<file path="src/rtl/byte_uart_pkg.sv">
package byte_uart_pkg;

  // Word addresses (byte offset >> 2) inside the 4 KiB window
  localparam int WA_DATA     = 'h000;
  localparam int WA_STAT     = 'h001;
  localparam int WA_CTRL     = 'h002;
  localparam int WA_INT      = 'h003;
  localparam int WA_DIV      = 'h004;
  localparam int WA_ID_FIRST = 'h3F4;
  localparam int WA_ID_LAST  = 'h3FF;

  localparam int CTRL_W = 7;

  // Field order fixes the bit positions software sees (bit6 down to bit0)
  typedef struct packed {
    logic test_mode;
    logic rxo_ie;
    logic txo_ie;
    logic rx_ie;
    logic tx_ie;
    logic rx_en;
    logic tx_en;
  } ctrl_t;

  typedef enum logic [1:0] {RX_IDLE, RX_START, RX_DATA, RX_STOP} rx_state_e;

  // A divider is usable only from the minimum upwards
  function automatic logic div_valid(logic [31:0] div, logic [31:0] min_div);
    return div >= min_div;
  endfunction

  // Counter reload for one full bit period
  function automatic logic [31:0] bit_reload(logic [31:0] div);
    return div - 32'd1;
  endfunction

  // Counter reload from the start edge to the middle of the start bit
  function automatic logic [31:0] half_reload(logic [31:0] div);
    return (div >> 1) - 32'd1;
  endfunction

  // Identification byte for word n of the ID block
  function automatic logic [7:0] id_byte(int n, logic [11:0] part, logic [3:0] rev);
    case (n)
      4:       return part[7:0];
      5:       return {rev, part[11:8]};
      default: return 8'h00;
    endcase
  endfunction

endpackage

</file>
<file path="src/rtl/byte_uart_sync.sv">
module byte_uart_sync #(
  parameter int   STAGES  = 2,
  parameter logic RST_VAL = 1'b1
) (
  input  logic clk,
  input  logic rst_n,
  input  logic d,
  output logic q
);
  logic [STAGES-1:0] chain;

  for (genvar g = 0; g < STAGES; g++) begin : g_stage
    if (g == 0) begin : g_first
      always_ff @(posedge clk or negedge rst_n) begin
        if (!rst_n) chain[0] <= RST_VAL;
        else        chain[0] <= d;
      end
    end else begin : g_next
      always_ff @(posedge clk or negedge rst_n) begin
        if (!rst_n) chain[g] <= RST_VAL;
        else        chain[g] <= chain[g-1];
      end
    end
  end

  assign q = chain[STAGES-1];
endmodule

</file>
<file path="src/rtl/byte_uart_tx.sv">
module byte_uart_tx
  import byte_uart_pkg::*;
#(
  parameter int DIV_W  = 20,
  parameter int DATA_W = 8
) (
  input  logic              clk,
  input  logic              rst_n,
  input  logic              run,
  input  logic              start,
  input  logic [DATA_W-1:0] data,
  input  logic [DIV_W-1:0]  div,
  output logic              txd,
  output logic              busy,
  output logic              done
);
  localparam int FRAME_W = DATA_W + 2;
  localparam int IDX_W   = $clog2(FRAME_W);

  logic [FRAME_W-1:0] shreg;
  logic [DIV_W-1:0]   cnt;
  logic [IDX_W-1:0]   idx;
  logic               bit_end;
  logic               last_bit;
  logic [DIV_W-1:0]   reload;

  assign reload   = DIV_W'(bit_reload(32'(div)));
  assign bit_end  = busy && (cnt == '0);
  assign last_bit = (idx == IDX_W'(FRAME_W - 1));
  assign done     = run && bit_end && last_bit;
  assign txd      = busy ? shreg[0] : 1'b1;

  always_ff @(posedge clk or negedge rst_n) begin
    if (!rst_n) begin
      busy  <= 1'b0;
      shreg <= '1;
      cnt   <= '0;
      idx   <= '0;
    end else if (!run) begin
      busy <= 1'b0;
    end else if (!busy) begin
      if (start) begin
        busy  <= 1'b1;
        shreg <= {1'b1, data, 1'b0};
        cnt   <= reload;
        idx   <= '0;
      end
    end else if (bit_end) begin
      if (last_bit) begin
        busy <= 1'b0;
      end else begin
        shreg <= {1'b1, shreg[FRAME_W-1:1]};
        cnt   <= reload;
        idx   <= idx + 1'b1;
      end
    end else begin
      cnt <= cnt - 1'b1;
    end
  end
endmodule

</file>
<file path="src/rtl/byte_uart_rx.sv">
module byte_uart_rx
  import byte_uart_pkg::*;
#(
  parameter int DIV_W  = 20,
  parameter int DATA_W = 8
) (
  input  logic              clk,
  input  logic              rst_n,
  input  logic              run,
  input  logic              rxd_s,
  input  logic [DIV_W-1:0]  div,
  output logic              busy,
  output logic              done,
  output logic [DATA_W-1:0] data
);
  localparam int IDX_W = $clog2(DATA_W);

  rx_state_e          st;
  logic [DIV_W-1:0]   cnt;
  logic [IDX_W-1:0]   idx;
  logic [DATA_W-1:0]  shreg;
  logic               prev;
  logic               fall;
  logic               tick;

  assign fall = prev && !rxd_s;
  assign tick = (cnt == '0);
  assign busy = (st != RX_IDLE);
  assign done = run && (st == RX_STOP) && tick && rxd_s;
  assign data = shreg;

  always_ff @(posedge clk or negedge rst_n) begin
    if (!rst_n) begin
      st    <= RX_IDLE;
      cnt   <= '0;
      idx   <= '0;
      shreg <= '0;
      prev  <= 1'b1;
    end else begin
      prev <= rxd_s;
      if (!run) begin
        st <= RX_IDLE;
      end else begin
        case (st)
          RX_IDLE: begin
            if (fall) begin
              st  <= RX_START;
              cnt <= DIV_W'(half_reload(32'(div)));
            end
          end
          RX_START: begin
            if (!tick) cnt <= cnt - 1'b1;
            else if (!rxd_s) begin
              st  <= RX_DATA;
              cnt <= DIV_W'(bit_reload(32'(div)));
              idx <= '0;
            end else begin
              st <= RX_IDLE;
            end
          end
          RX_DATA: begin
            if (!tick) cnt <= cnt - 1'b1;
            else begin
              shreg <= {rxd_s, shreg[DATA_W-1:1]};
              idx   <= idx + 1'b1;
              cnt   <= DIV_W'(bit_reload(32'(div)));
              if (idx == IDX_W'(DATA_W - 1)) st <= RX_STOP;
            end
          end
          default: begin
            if (!tick) cnt <= cnt - 1'b1;
            else       st  <= RX_IDLE;
          end
        endcase
      end
    end
  end
endmodule

</file>
<file path="src/rtl/apb_byte_uart.sv">
module apb_byte_uart
  import byte_uart_pkg::*;
#(
  parameter int          ADDR_W      = 12,
  parameter int          DIV_W       = 20,
  parameter int          DATA_W      = 8,
  parameter int          MIN_DIV     = 16,
  parameter int          SYNC_STAGES = 2,
  parameter logic [11:0] ID_PART     = 12'h5A3,
  parameter logic [3:0]  ID_REV      = 4'h2
) (
  input  logic              pclk,
  input  logic              presetn,
  input  logic              psel,
  input  logic              penable,
  input  logic              pwrite,
  input  logic [ADDR_W-1:0] paddr,
  input  logic [31:0]       pwdata,
  output logic [31:0]       prdata,
  input  logic              rxd,
  output logic              txd,
  output logic              irq_tx,
  output logic              irq_rx,
  output logic              irq_txovr,
  output logic              irq_rxovr,
  output logic              irq_any
);
  localparam int WA_W = ADDR_W - 2;

  // Bus decode
  logic [WA_W-1:0] wa;
  logic acc_wr, acc_rd;
  logic wr_data, wr_stat, wr_ctrl, wr_int, wr_div, rd_data;

  assign wa      = paddr[ADDR_W-1:2];
  assign acc_wr  = psel && penable && pwrite;
  assign acc_rd  = psel && penable && !pwrite;
  assign wr_data = acc_wr && (wa == WA_W'(WA_DATA));
  assign wr_stat = acc_wr && (wa == WA_W'(WA_STAT));
  assign wr_ctrl = acc_wr && (wa == WA_W'(WA_CTRL));
  assign wr_int  = acc_wr && (wa == WA_W'(WA_INT));
  assign wr_div  = acc_wr && (wa == WA_W'(WA_DIV));
  assign rd_data = acc_rd && (wa == WA_W'(WA_DATA));

  logic unused_bits;
  assign unused_bits = ^{paddr[1:0], pwdata[31:DIV_W]};

  // Architectural state
  ctrl_t             ctrl;
  logic [DIV_W-1:0]  div;
  logic [DATA_W-1:0] txbuf, rxbuf;
  logic tx_full, rx_full, tx_ovr, rx_ovr;
  logic int_tx, int_rx;

  // Internal events, named for the checker
  logic baud_ok, tx_run, rx_run, tx_start;
  logic tx_busy, tx_done, rx_busy, rx_done, rxd_s;
  logic tx_irq_en;
  logic [DATA_W-1:0] rx_byte;
  logic clr_txo, clr_rxo;
  logic int_txo, int_rxo;

  assign baud_ok   = div_valid(32'(div), 32'(MIN_DIV));
  assign tx_run    = ctrl.tx_en && baud_ok;
  assign rx_run    = ctrl.rx_en && baud_ok;
  assign tx_start  = tx_full && !tx_busy;
  assign tx_irq_en = ctrl.tx_ie;
  assign clr_txo   = (wr_stat || wr_int) && pwdata[2];
  assign clr_rxo   = (wr_stat || wr_int) && pwdata[3];

  byte_uart_sync #(.STAGES(SYNC_STAGES), .RST_VAL(1'b1)) u_sync (
    .clk(pclk), .rst_n(presetn), .d(rxd), .q(rxd_s)
  );

  byte_uart_tx #(.DIV_W(DIV_W), .DATA_W(DATA_W)) u_tx (
    .clk(pclk), .rst_n(presetn), .run(tx_run), .start(tx_start),
    .data(txbuf), .div(div), .txd(txd), .busy(tx_busy), .done(tx_done)
  );

  byte_uart_rx #(.DIV_W(DIV_W), .DATA_W(DATA_W)) u_rx (
    .clk(pclk), .rst_n(presetn), .run(rx_run), .rxd_s(rxd_s),
    .div(div), .busy(rx_busy), .done(rx_done), .data(rx_byte)
  );

  // Configuration registers
  always_ff @(posedge pclk or negedge presetn) begin
    if (!presetn) begin
      ctrl <= '0;
      div  <= '0;
    end else begin
      if (wr_ctrl) ctrl <= ctrl_t'(pwdata[CTRL_W-1:0]);
      if (wr_div)  div  <= pwdata[DIV_W-1:0];
    end
  end

  // Transmit holding register and its flags
  always_ff @(posedge pclk or negedge presetn) begin
    if (!presetn) begin
      txbuf   <= '0;
      tx_full <= 1'b0;
      tx_ovr  <= 1'b0;
    end else begin
      if (wr_data && !tx_full) begin
        txbuf   <= pwdata[DATA_W-1:0];
        tx_full <= 1'b1;
      end else if (tx_done) begin
        tx_full <= 1'b0;
      end
      if (wr_data && tx_full) tx_ovr <= 1'b1;
      else if (clr_txo)       tx_ovr <= 1'b0;
    end
  end

  // Receive holding register and its flags
  always_ff @(posedge pclk or negedge presetn) begin
    if (!presetn) begin
      rxbuf   <= '0;
      rx_full <= 1'b0;
      rx_ovr  <= 1'b0;
    end else begin
      if (rx_done) begin
        rxbuf   <= rx_byte;
        rx_full <= 1'b1;
      end else if (rd_data) begin
        rx_full <= 1'b0;
      end
      if (rx_done && rx_full && !rd_data) rx_ovr <= 1'b1;
      else if (clr_rxo)                   rx_ovr <= 1'b0;
    end
  end

  // Latched interrupt flags
  always_ff @(posedge pclk or negedge presetn) begin
    if (!presetn) begin
      int_tx <= 1'b0;
      int_rx <= 1'b0;
    end else begin
      if (tx_done && ctrl.tx_ie)    int_tx <= 1'b1;
      else if (wr_int && pwdata[0]) int_tx <= 1'b0;
      if (rx_done && ctrl.rx_ie)    int_rx <= 1'b1;
      else if (wr_int && pwdata[1]) int_rx <= 1'b0;
    end
  end

  // Live overrun interrupts
  assign int_txo = tx_ovr && ctrl.txo_ie;
  assign int_rxo = rx_ovr && ctrl.rxo_ie;

  assign irq_tx    = int_tx;
  assign irq_rx    = int_rx;
  assign irq_txovr = int_txo;
  assign irq_rxovr = int_rxo;
  assign irq_any   = int_tx || int_rx || int_txo || int_rxo;

  // Read mux
  always_comb begin
    prdata = '0;
    if (wa == WA_W'(WA_DATA))       prdata[DATA_W-1:0] = rxbuf;
    else if (wa == WA_W'(WA_STAT))  prdata[3:0] = {rx_ovr, tx_ovr, rx_full, tx_full};
    else if (wa == WA_W'(WA_CTRL))  prdata[CTRL_W-1:0] = ctrl;
    else if (wa == WA_W'(WA_INT))   prdata[3:0] = {int_rxo, int_txo, int_rx, int_tx};
    else if (wa == WA_W'(WA_DIV))   prdata[DIV_W-1:0] = div;
    else if (int'(wa) >= WA_ID_FIRST && int'(wa) <= WA_ID_LAST)
      prdata[7:0] = id_byte(int'(wa) - WA_ID_FIRST, ID_PART, ID_REV);
  end
endmodule

</file>
<file path="config.mk">
export PLATFORM = sky130hd
export DESIGN_NAME = apb_byte_uart
export DESIGN_NICKNAME = d
export VERILOG_FILES = /design/src/rtl/byte_uart_pkg.sv /design/src/rtl/byte_uart_sync.sv /design/src/rtl/byte_uart_tx.sv /design/src/rtl/byte_uart_rx.sv /design/src/rtl/apb_byte_uart.sv
export SDC_FILE = /design/constraint.sdc
export NUM_CORES = 1
export LEC_CHECK = 0
export BUFFER_PORTS_ARGS = -buffer_cell sky130_fd_sc_hd__buf_2
export CAP_MARGIN = 10
export CORE_AREA = 2 2 121 123
export CTS_BUF_LIST = sky130_fd_sc_hd__clkbuf_8
export CTS_CLUSTER_SIZE = 12
export DETAILED_ROUTE_END_ITERATION = 10
export DIE_AREA = 0 0 123 125
export PLACE_DENSITY_LB_ADDON = 0.08
export REMOVE_ABC_BUFFERS = 1
export SYNTH_ARGS = -nofsm -noshare
export SYNTH_HDL_FRONTEND = slang
export SYNTH_SLANG_ARGS = --single-unit
</file>
<file path="constraint.sdc">
create_clock -name pclk -period 2.98 [get_ports pclk]
set_clock_uncertainty 0.2 [all_clocks]
set_input_delay 0.298 -clock pclk [delete_from_list [all_inputs] [get_ports pclk]]
set_output_delay 0.298 -clock pclk [all_outputs]
set_load 0.03 [all_outputs]
</file>
Word-level counts from Yosys, hierarchy flattened
Index checks and enable logic that the tools add are counted.

word-level totals
  output and inout port bits = 38
  input bits = 50
  register bits after elaboration = 120
  logic and storage cells = 183

cells by class
  reductions and logical operators = 58
  order comparisons = 2
  mux-type cells = 64
  add/sub/neg operators = 7
  equality and inequality tests = 25

operators by type and width
  cell                      number
  $mux W20                  9
  $eq A32 B3 Y1 const B     2
  $pmux W20 S3              1
  $sub A20 B1 Y20 const B   3
  $mux W8                   7
  $logic_not A20 Y1         2
  $mux W10                  4
  $mux W16                  2
  $logic_and A1 B1 Y1       31
  $mux W12                  2
  $mux W4                   6
  $ne A3 B3 Y1 const B      7
  $eq A10 B2 Y1 const B     2
  $ge A20 B5 Y1 const B     1
  $sub A19 B1 Y20 const B   1
  $mux W1                   18
  $pmux W8 S2               1
  $reduce_bool A2 Y1        8
  $mux W2                   7
  $mux W13                  1
  $sub A10 B10 Y11 const B  1
  $eq A10 B1 Y1 const B     1
  $eq A10 B3 Y1 const B     1
  $ge A10 B10 Y1 const B    1
  other kinds (20)          37

Longest topological paths before layout
Gate-level depths: netlist of run 1.

  word-level depth = 13
  gate-level depth with buffers = 11
  gate-level depth less buffers = 9

Cells and area by module
Synthesis of run 1 repeated with hierarchy kept, for this count alone.

second synthesis, totals
  cell total of the unflattened synthesis = 891
  area, all modules = 8220.4 um^2

modules (own cells, without submodules)
  module          area an instance (um^2)  cells an instance  times used  seq. area each (um^2)
  byte_uart_rx    3238.1                   396                1           852.1
  apb_byte_uart   2546.2                   213                1           1226.2
  byte_uart_tx    2383.5                   280                1           862.1
  byte_uart_sync  52.6                     2                  1           52.6

Worst setup path after synthesis of run 1
OpenSTA, ideal clock, no wires.

  path type = input to output
  start = in paddr[7]
  end = out prdata[0]
  arrival = 2.487 ns
  stages on the path = 6
  required time = 2.482 ns
  path buffers = 1
  slack = -0.005 ns
  cell sequence = or4_1 or4_1 buf_2 nor2_1 a221oi_1 o21ai_0

on the way
  cells in the longest elaborated chain, start to end = 13
  elaborated cells on any way between the ends = 20
  classes of those cells = add/sub: 1; order compare: 1; eq/ne: 6; mux: 11; reduce/logical: 1

ends and longest elaborated chain
  what              RTL line              source
  from (decl)       apb_byte_uart.sv:17   input logic [ADDR_W-1:0] paddr,
  $sub A10 B10 Y11  apb_byte_uart.sv:164  prdata[7:0] = id_byte(int'(wa) - WA_ID_FIRST, ID_PART, ID_REV);
  $eq A32 B3 Y1     byte_uart_pkg.sv:44   case (n)
  $pmux W8 S2       byte_uart_pkg.sv:44
  $mux W8           apb_byte_uart.sv:163  else if (int'(wa) >= WA_ID_FIRST && int'(wa) <= WA_ID_LAST)
  $mux W8           apb_byte_uart.sv:162  else if (wa == WA_W'(WA_DIV)) prdata[DIV_W-1:0] = div;
  $mux W8           apb_byte_uart.sv:161  else if (wa == WA_W'(WA_INT)) prdata[3:0] = {int_rxo, int_txo, int_rx, int_tx};
  $mux W8           apb_byte_uart.sv:160  else if (wa == WA_W'(WA_CTRL)) prdata[CTRL_W-1:0] = ctrl;
  $mux W8           apb_byte_uart.sv:159  else if (wa == WA_W'(WA_STAT)) prdata[3:0] = {rx_ovr, tx_ovr, rx_full, tx_full};
  $mux W8           apb_byte_uart.sv:158  if (wa == WA_W'(WA_DATA)) prdata[DATA_W-1:0] = rxbuf;
  $mux W4           apb_byte_uart.sv:161
  $mux W7           apb_byte_uart.sv:160
  $mux W4           apb_byte_uart.sv:159
  $mux W8 *         apb_byte_uart.sv:158
  to (decl)         apb_byte_uart.sv:19   output logic [31:0] prdata,

Every way passes the cells marked *; elsewhere a longest branch is shown, timed or not. The select of a mux whose other input is x is not followed.

Worst setup path in the final report of run 1
  start = reg u_rx.cnt[4]
  end = reg u_rx.cnt[19]

on the way
  cells in the longest elaborated chain, start to end = 3
  elaborated cells on any way between the ends = 9
  classes of those cells = add/sub: 1; eq/ne: 2; mux: 4; reduce/logical: 2

ends and longest elaborated chain
  what                                                  RTL line            source
  from (decl)                                           byte_uart_rx.sv:19  logic [DIV_W-1:0] cnt;
  from (signal assigned)                                byte_uart_rx.sv:48  cnt <= DIV_W'(half_reload(32'(div)));
  from (signal assigned)                                byte_uart_rx.sv:52  if (!tick) cnt <= cnt - 1'b1;
  from (signal assigned)                                byte_uart_rx.sv:55  cnt <= DIV_W'(bit_reload(32'(div)));
  $sub A20 B1 Y20 or $logic_not A20 Y1 (tied branches)  -
  $mux W20, or another cell as far along                byte_uart_rx.sv:71  if (!tick) cnt <= cnt - 1'b1;
  $pmux W20 S3 or $reduce_and A4 Y1 (tied branches)     -

Parallel ways exist; a longest one is shown, timed or not. The select of a mux whose other input is x is not followed.
A chain may end at the register's enable or synchronous reset.

==> results of run 1 <==
[kinds of logic after synthesis]
logic type,synth area share
DFF,0.392
buffers and inverters,0.0598
muxes,0.0897
adders and majority gates,0.0262
AOI/OAI and AO/OA,0.169
and+or+nand+nor,0.224
other,0.000491
xor gates and xnor gates,0.0390
[area by class of cell]
cell class              count  area [um^2]  area share
multi-input cells         637         4280       0.467
flip-flops and latches    119         2990       0.326
well taps                 184          230      0.0251
repair buffers            162         1170       0.127
inverters                  31          120      0.0131
clock buffers              17          234      0.0255
repair inverters            2         15.0     0.00164
clock inverters            15          131      0.0143
[sequential cells by signal (all words and copies together), names as in the netlist, 6 cells and up]
register and count:
u_rx.data 8, rxbuf 8, u_tx.shreg 9, txbuf 8, div 20, u_tx.cnt 20
u_rx.cnt 20, ctrl 6
[how the worst max path moves through the flow]
stage / endpoint / slack, ps / depth (start not counted)
after floorplan: prdata[0] / -250 / 5
after global placement: u_tx.cnt[16] / 20 / 9
after detailed placement: u_tx.cnt[16] / -80 / 9
after CTS: u_tx.cnt[2] / 2 / 10
after global routing: u_tx.cnt[16] / 30 / 9
final: u_rx.cnt[19] / 120 / 7
[worst min-delay path: stages]
cell and delay (ps):
buf_2 170, nand3_1 90, o2bb2ai_1 100
[cell usage after synthesis, drive strengths merged (12+ instances only)]
library cell	count	area share
dfrtp	107	0.35
nand2	72	0.035
nor2	67	0.033
o21ai	56	0.037
mux2	51	0.075
clkbuf	42	0.021
a21oi	36	0.024
nor3	34	0.025
nor4	31	0.028
inv	30	0.015
nand3	27	0.018
buf	25	0.024
xor2	18	0.021
ha	16	0.026
nand4	16	0.013
xnor2	16	0.018
and2	15	0.012
or4	15	0.015
dfstp	12	0.041
[routing by layer]
layer | up-vias | part of all wire
met5 | - | 0
met4 | 0 | 0.039
met3 | 59 | 0.073
met2 | 331 | 0.46
met1 | 3446 | 0.43
li1 | 3317 | -
[power by group through the flow]
stage,logic [W],registers (W),clock network (W)
3_5_place_dp,0.000148,0.00166,0
4_1_cts,0.000172,0.00163,0.00143
5_1_grt,0.000192,0.00163,0.00150
2_1_floorplan,0.0000554,0.00166,0
6_report,0.000174,0.00163,0.00141
3_3_place_gp,0.000146,0.00166,0
[stage by stage]
stage	instance area, um^2	util	hold WS (ps)	setup WS [ps]
6_report	9170	0.646	37.8	122
5_1_grt	9170	0.646	55.2	27.1
4_1_cts	9120	0.642	9.89	2.30
3_5_place_dp	8480	0.597	91.5	-80.9
3_3_place_gp	8480	0.597	83.9	23.2
2_1_floorplan	7330	-	-198	-253
[what timing repair did]
action                     in CTS  in global routing
buffers inserted                0                  1
pin swaps                       1                  1
resized for setup               6                 10
hold buffers                   24                  0
setup endpoints to repair      14                 50
cloned                          2                  0
hold endpoints to repair       75                  0
==> results.json, run 1 <==
{
  "ys_ff_latch": 119,
  "critPathMaxFanout": 5,
  "final_antenna_net_count": 0,
  "synthFlopType": "dfrtp_1",
  "startpoint_type": "flop",
  "die_h_um": 125,
  "portBuffers": 61,
  "seq_area_frac_synth": 0.392,
  "path_buf_inv": 1,
  "worst_pin_slew_ps": 630,
  "synthArstFlopShare": 1.00,
  "grt_use_met3": 0.0730,
  "grt_pass1_wl_mm": 37.3,
  "path_cells": "or4_4 -> or3_4 -> nor4_2 -> or2_1 -> buf_4 -> nor4_1 -> or3_1",
  "numCtsBuffers": 17,
  "grtUsageMet1": 0.423,
  "dr_total_vias": 7153,
  "final_cell_mix": "dfrtp_1, buf_4, nand2_1",
  "gr-max-usage-layer": "met2",
  "p_sw_w": 0.000870,
  "ios": 88,
  "hold_end": "irq_rx",
  "status": "completed",
  "period_share": 0.959,
  "critPathTopFamily": "simple AND/OR/NAND/NOR gates",
  "fillers": 1228,
  "ir_drop_uv": 338,
  "yosys_warnings": 0,
  "grt_overflow": 0,
  "min_path_type": "input pin to flop",
  "synth_edf_count": 0,
  "dp_hpwl_mm": 17.0,
  "cellLeakagePower_nw": 4.30,
  "nets": 1036,
  "p_comb_frac": 0.054,
  "seqPwrFrac": 0.506,
  "internal_power_w": 0.00234,
  "wire_per_inst_um": 19.8,
  "htreeDepth": 4,
  "fp.dieArea_um2": 15400,
  "grt_pass1_vias": 7113,
  "cts_root_buf": "clkbuf_8",
  "cts.clk_slew.worst_paths_ps": 80,
  "critPathArrivalTime_ps": 3000,
  "rows": 44,
  "startpoint": "u_rx.cnt[4]",
  "drive_above_1_share": 0.263,
  "worst-setup-path-type": "flop to flop",
  "clk_latency_ps": 460,
  "clock_power_share": 0.440,
  "layoutNonFillerInstCount": 1167,
  "cts_tree": "yes",
  "syn_area_per_cell_um2": 9.05,
  "drt_iter0_drc": 608,
  "reg2reg_from": "u_rx.cnt[4]",
  "required_ps": 3120,
  "switching_share": 0.271,
  "maxSlewHeadroom": 0.576,
  "globalplace.congestion": 0.930,
  "track_usage": 0.315,
  "reg2regPathDepth": 7,
  "antenna_found_initial": 0,
  "setup-tns-final_ps": 0,
  "routed_wl_mm": 23.2,
  "initial_core_util": 0.537,
  "antenna_cells": 0,
  "worst_hold_path.num_cells": 3,
  "syn_inst": 843,
  "max_stage_delay_ps": 540,
  "synth_area_um2": 7630,
  "worstHoldStart": "paddr[3]",
  "drc": 0,
  "fmax_ghz": 0.350,
  "grt_util_met2": 0.484,
  "coreArea_um2": 14200,
  "viasPerCell": 6.13,
  "final_common_cell": "dfrtp_1",
  "maxCapViolCount": 0,
  "clock-sinks": 119,
  "firstDrtPassIters": 5,
  "power.density_nw_per_um2": 351,
  "total_power_w": 0.00321,
  "die_width_um": 123,
  "fin_crit_ps": 2860,
  "hold_violations": 0,
  "r2r_slack_ps": 120,
  "clockBufferDepth": 2,
  "synth_cell_types": 81,
  "setup_viol": 0,
  "worst_setup_path_end_kind": "flop",
  "grt_max_degree": 51,
  "rsz0062_at_grt": "no",
  "slew_violations": 0,
  "dp_cells": 1108,
  "cp_slowest_cell": "or4_4",
  "timing.rr.end": "u_rx.cnt[19]",
  "syn_to_final_growth_pct": 20.2
}
No activity file was read; power rests on OpenSTA's default activity.
==> run 2, diff against run 1 <==
==> constraint.sdc (replaced) <==
create_clock -name pclk -period 2.98 [get_ports pclk]
set_clock_uncertainty 0.2 [all_clocks]
set_input_delay 0.298 -clock pclk [delete_from_list [all_inputs] [get_ports pclk]]
set_output_delay 0.298 -clock pclk [all_outputs]
set_load 0.01 [all_outputs]
==> run 2 against run 1 <==
Net effect: sequential power barely moved; critical path depth down 1; clock-buffer cell count is 1 higher; setup slack better by 16 ps; clock power rose by 13%; fmax up 0.56%; die area unchanged; combinational power fell by 7%; register-to-register slack better by 20 ps; largest power group unchanged; critical endpoint is now u_rx.st[1]; first-iteration DRC count increased by 0.33%; highest routed layer unchanged.
==> results.json, run 2 (synthesis results as in run 1) <==
{
  "status": "completed",
  "place_area_um2": 8490,
  "cts.clk_slew.worst_paths_ps": 80,
  "setup_viol": 0,
  "switching_share": 0.247,
  "final_cell_mix": "dfrtp_1, buf_4, nand2_1",
  "viasPerCell": 6.15,
  "nets": 1037,
  "htreeDepth": 4,
  "ir_drop_uv": 302,
  "r2r_slack_ps": 140,
  "fin_area_um2": 9240,
  "seqPwrFrac": 0.482,
  "worst-setup-path-type": "flop to flop",
  "startpoint_type": "flop",
  "numCtsBuffers": 17,
  "p_comb_frac": 0.048,
  "routed_wl_mm": 23.4,
  "path_buf_inv": 0,
  "critPathTopFamily": "simple AND/OR/NAND/NOR gates",
  "grt_max_degree": 56,
  "clockBufferDepth": 2,
  "antenna_cells": 0,
  "min_path_type": "input pin to flop",
  "syn_to_final_growth_pct": 21.0,
  "largestRegisters": "div: 20 flops, u_rx.cnt: 20 flops, u_tx.cnt: 20 flops",
  "cts_root_buf": "clkbuf_8",
  "worst_pin_slew_ps": 708,
  "antenna_found_initial": 0,
  "cellLeakagePower_nw": 4.35,
  "total_power_w": 0.00338,
  "clock_power_share": 0.470,
  "power.density_nw_per_um2": 365,
  "coreArea_um2": 14200,
  "globalplace.congestion": 0.946,
  "critPathMaxFanout": 4,
  "track_usage": 0.317,
  "drt_iter0_drc": 610,
  "fin_crit_ps": 2840,
  "worst_setup_path_end_kind": "flop",
  "rows": 44,
  "hold-worst-slack_ps": 48.1,
  "slew_violations": 0,
  "max_stage_delay_ps": 540,
  "path_cells": "or4_4 -> or3_4 -> nor3_2 -> o211ai_1 -> or4b_1 -> a21oi_1",
  "fmax_ghz": 0.352,
  "final_antenna_net_count": 0,
  "maxSlewHeadroom": 0.525,
  "period_share": 0.954,
  "die_h_um": 125,
  "die_width_um": 123,
  "final_common_cell": "dfrtp_1",
  "required_ps": 3170,
  "cp_slowest_cell": "or4_4",
  "drc": 0,
  "clock-sinks": 119,
  "grt_pass1_wl_mm": 37.6,
  "rsz0062_at_grt": "no",
  "clk_latency_ps": 460,
  "dr_total_vias": 7185,
  "p_sw_w": 0.000834,
  "critPathArrivalTime_ps": 3030,
  "fp.dieArea_um2": 15400,
  "drive_above_1_share": 0.264,
  "portBuffers": 61,
  "ios": 88,
  "cts_tree": "yes",
  "internal_power_w": 0.00254,
  "maxCapViolCount": 0,
  "dp_hpwl_mm": 17.0,
  "hold_violations": 0,
  "grt_pass1_vias": 7182,
  "firstDrtPassIters": 5,
  "grt_overflow": 0,
  "initial_core_util": 0.537,
  "wire_per_inst_um": 20.1
}
==> run 2: cell types whose count changed in the layout (fill, tap and decap cells not counted), sizes merged <==
cell      delta
bufinv       +2
clkinvlp     -4
clkbuf       +1
buf          +2
==> run 2: worst min-delay path: cells and delay by family <==
family          cells  cell delay (ps)
buf+inv             1              170
compound gates      1              100
simple gates        1               90
==> run 2: power by group through the flow <==
| stage | combinational [W] | clock (W) | sequential (W) |
|---|---|---|---|
| finish | 0.000162 | 0.00159 | 0.00163 |
| floorplan | 0.0000420 | 0 | 0.00166 |
| CTS | 0.000159 | 0.00161 | 0.00163 |
| global route | 0.000179 | 0.00169 | 0.00163 |
| detailed placement | 0.000135 | 0 | 0.00166 |
| global placement | 0.000133 | 0 | 0.00166 |
==> run 2: metal layers <==
layer,track usage,vias up,part of all wire
met5,0,-,0
met1,0.420,3484,0.43
met4,0.138,0,0.036
li1,-,3328,-
met3,0.0593,61,0.066
met2,0.506,312,0.47
==> run 2: path summary, 6_finish.rpt <==
path	startpoint	endpoint	cells after the start
hold / removal	paddr[3]	irq_rx	3
max in group asynchronous	presetn	tx_irq_en	3
min in group asynchronous	presetn	u_rx.cnt[2]	2
hold reg to reg	u_sync.chain[0]	u_sync.q	0
setup / recovery	u_rx.cnt[13]	u_rx.st[1]	6
setup reg to reg	u_rx.cnt[13]	u_rx.st[1]	6
==> run 2: final cells by class <==
| type | count | area [um^2] |
|---|---|---|
| fill | 1211 | 4970 |
| multi-input combinational | 637 | 4290 |
| clock inverter | 14 | 173 |
| timing repair inverter | 1 | 7.51 |
| clock buffer | 18 | 248 |
| timing repair buffer | 164 | 1180 |
| inverter | 31 | 120 |
| sequential | 119 | 2990 |
| tap | 184 | 230 |
==> run 2: what timing repair did <==
action,in CTS,in global routing
hold endpoints to repair,79,0
gates cloned,1,0
hold buffers,24,0
gates resized for setup,5,9
pin swaps,0,1
setup endpoints to repair,15,36
buffers inserted,2,0
==> run 2: stage by stage <==
stage | std cells | setup TNS [ps] | util | setup WS [ps]
floorplan | 787 | -1210 | - | -77.9
global route | 1168 | 0 | 0.650 | 4.27
finish | 1168 | 0 | 0.650 | 138
CTS | 1168 | 0 | 0.647 | 31.0
detailed placement | 1109 | -507 | 0.598 | -67.0
global placement | 1109 | -128 | 0.598 | -24.6
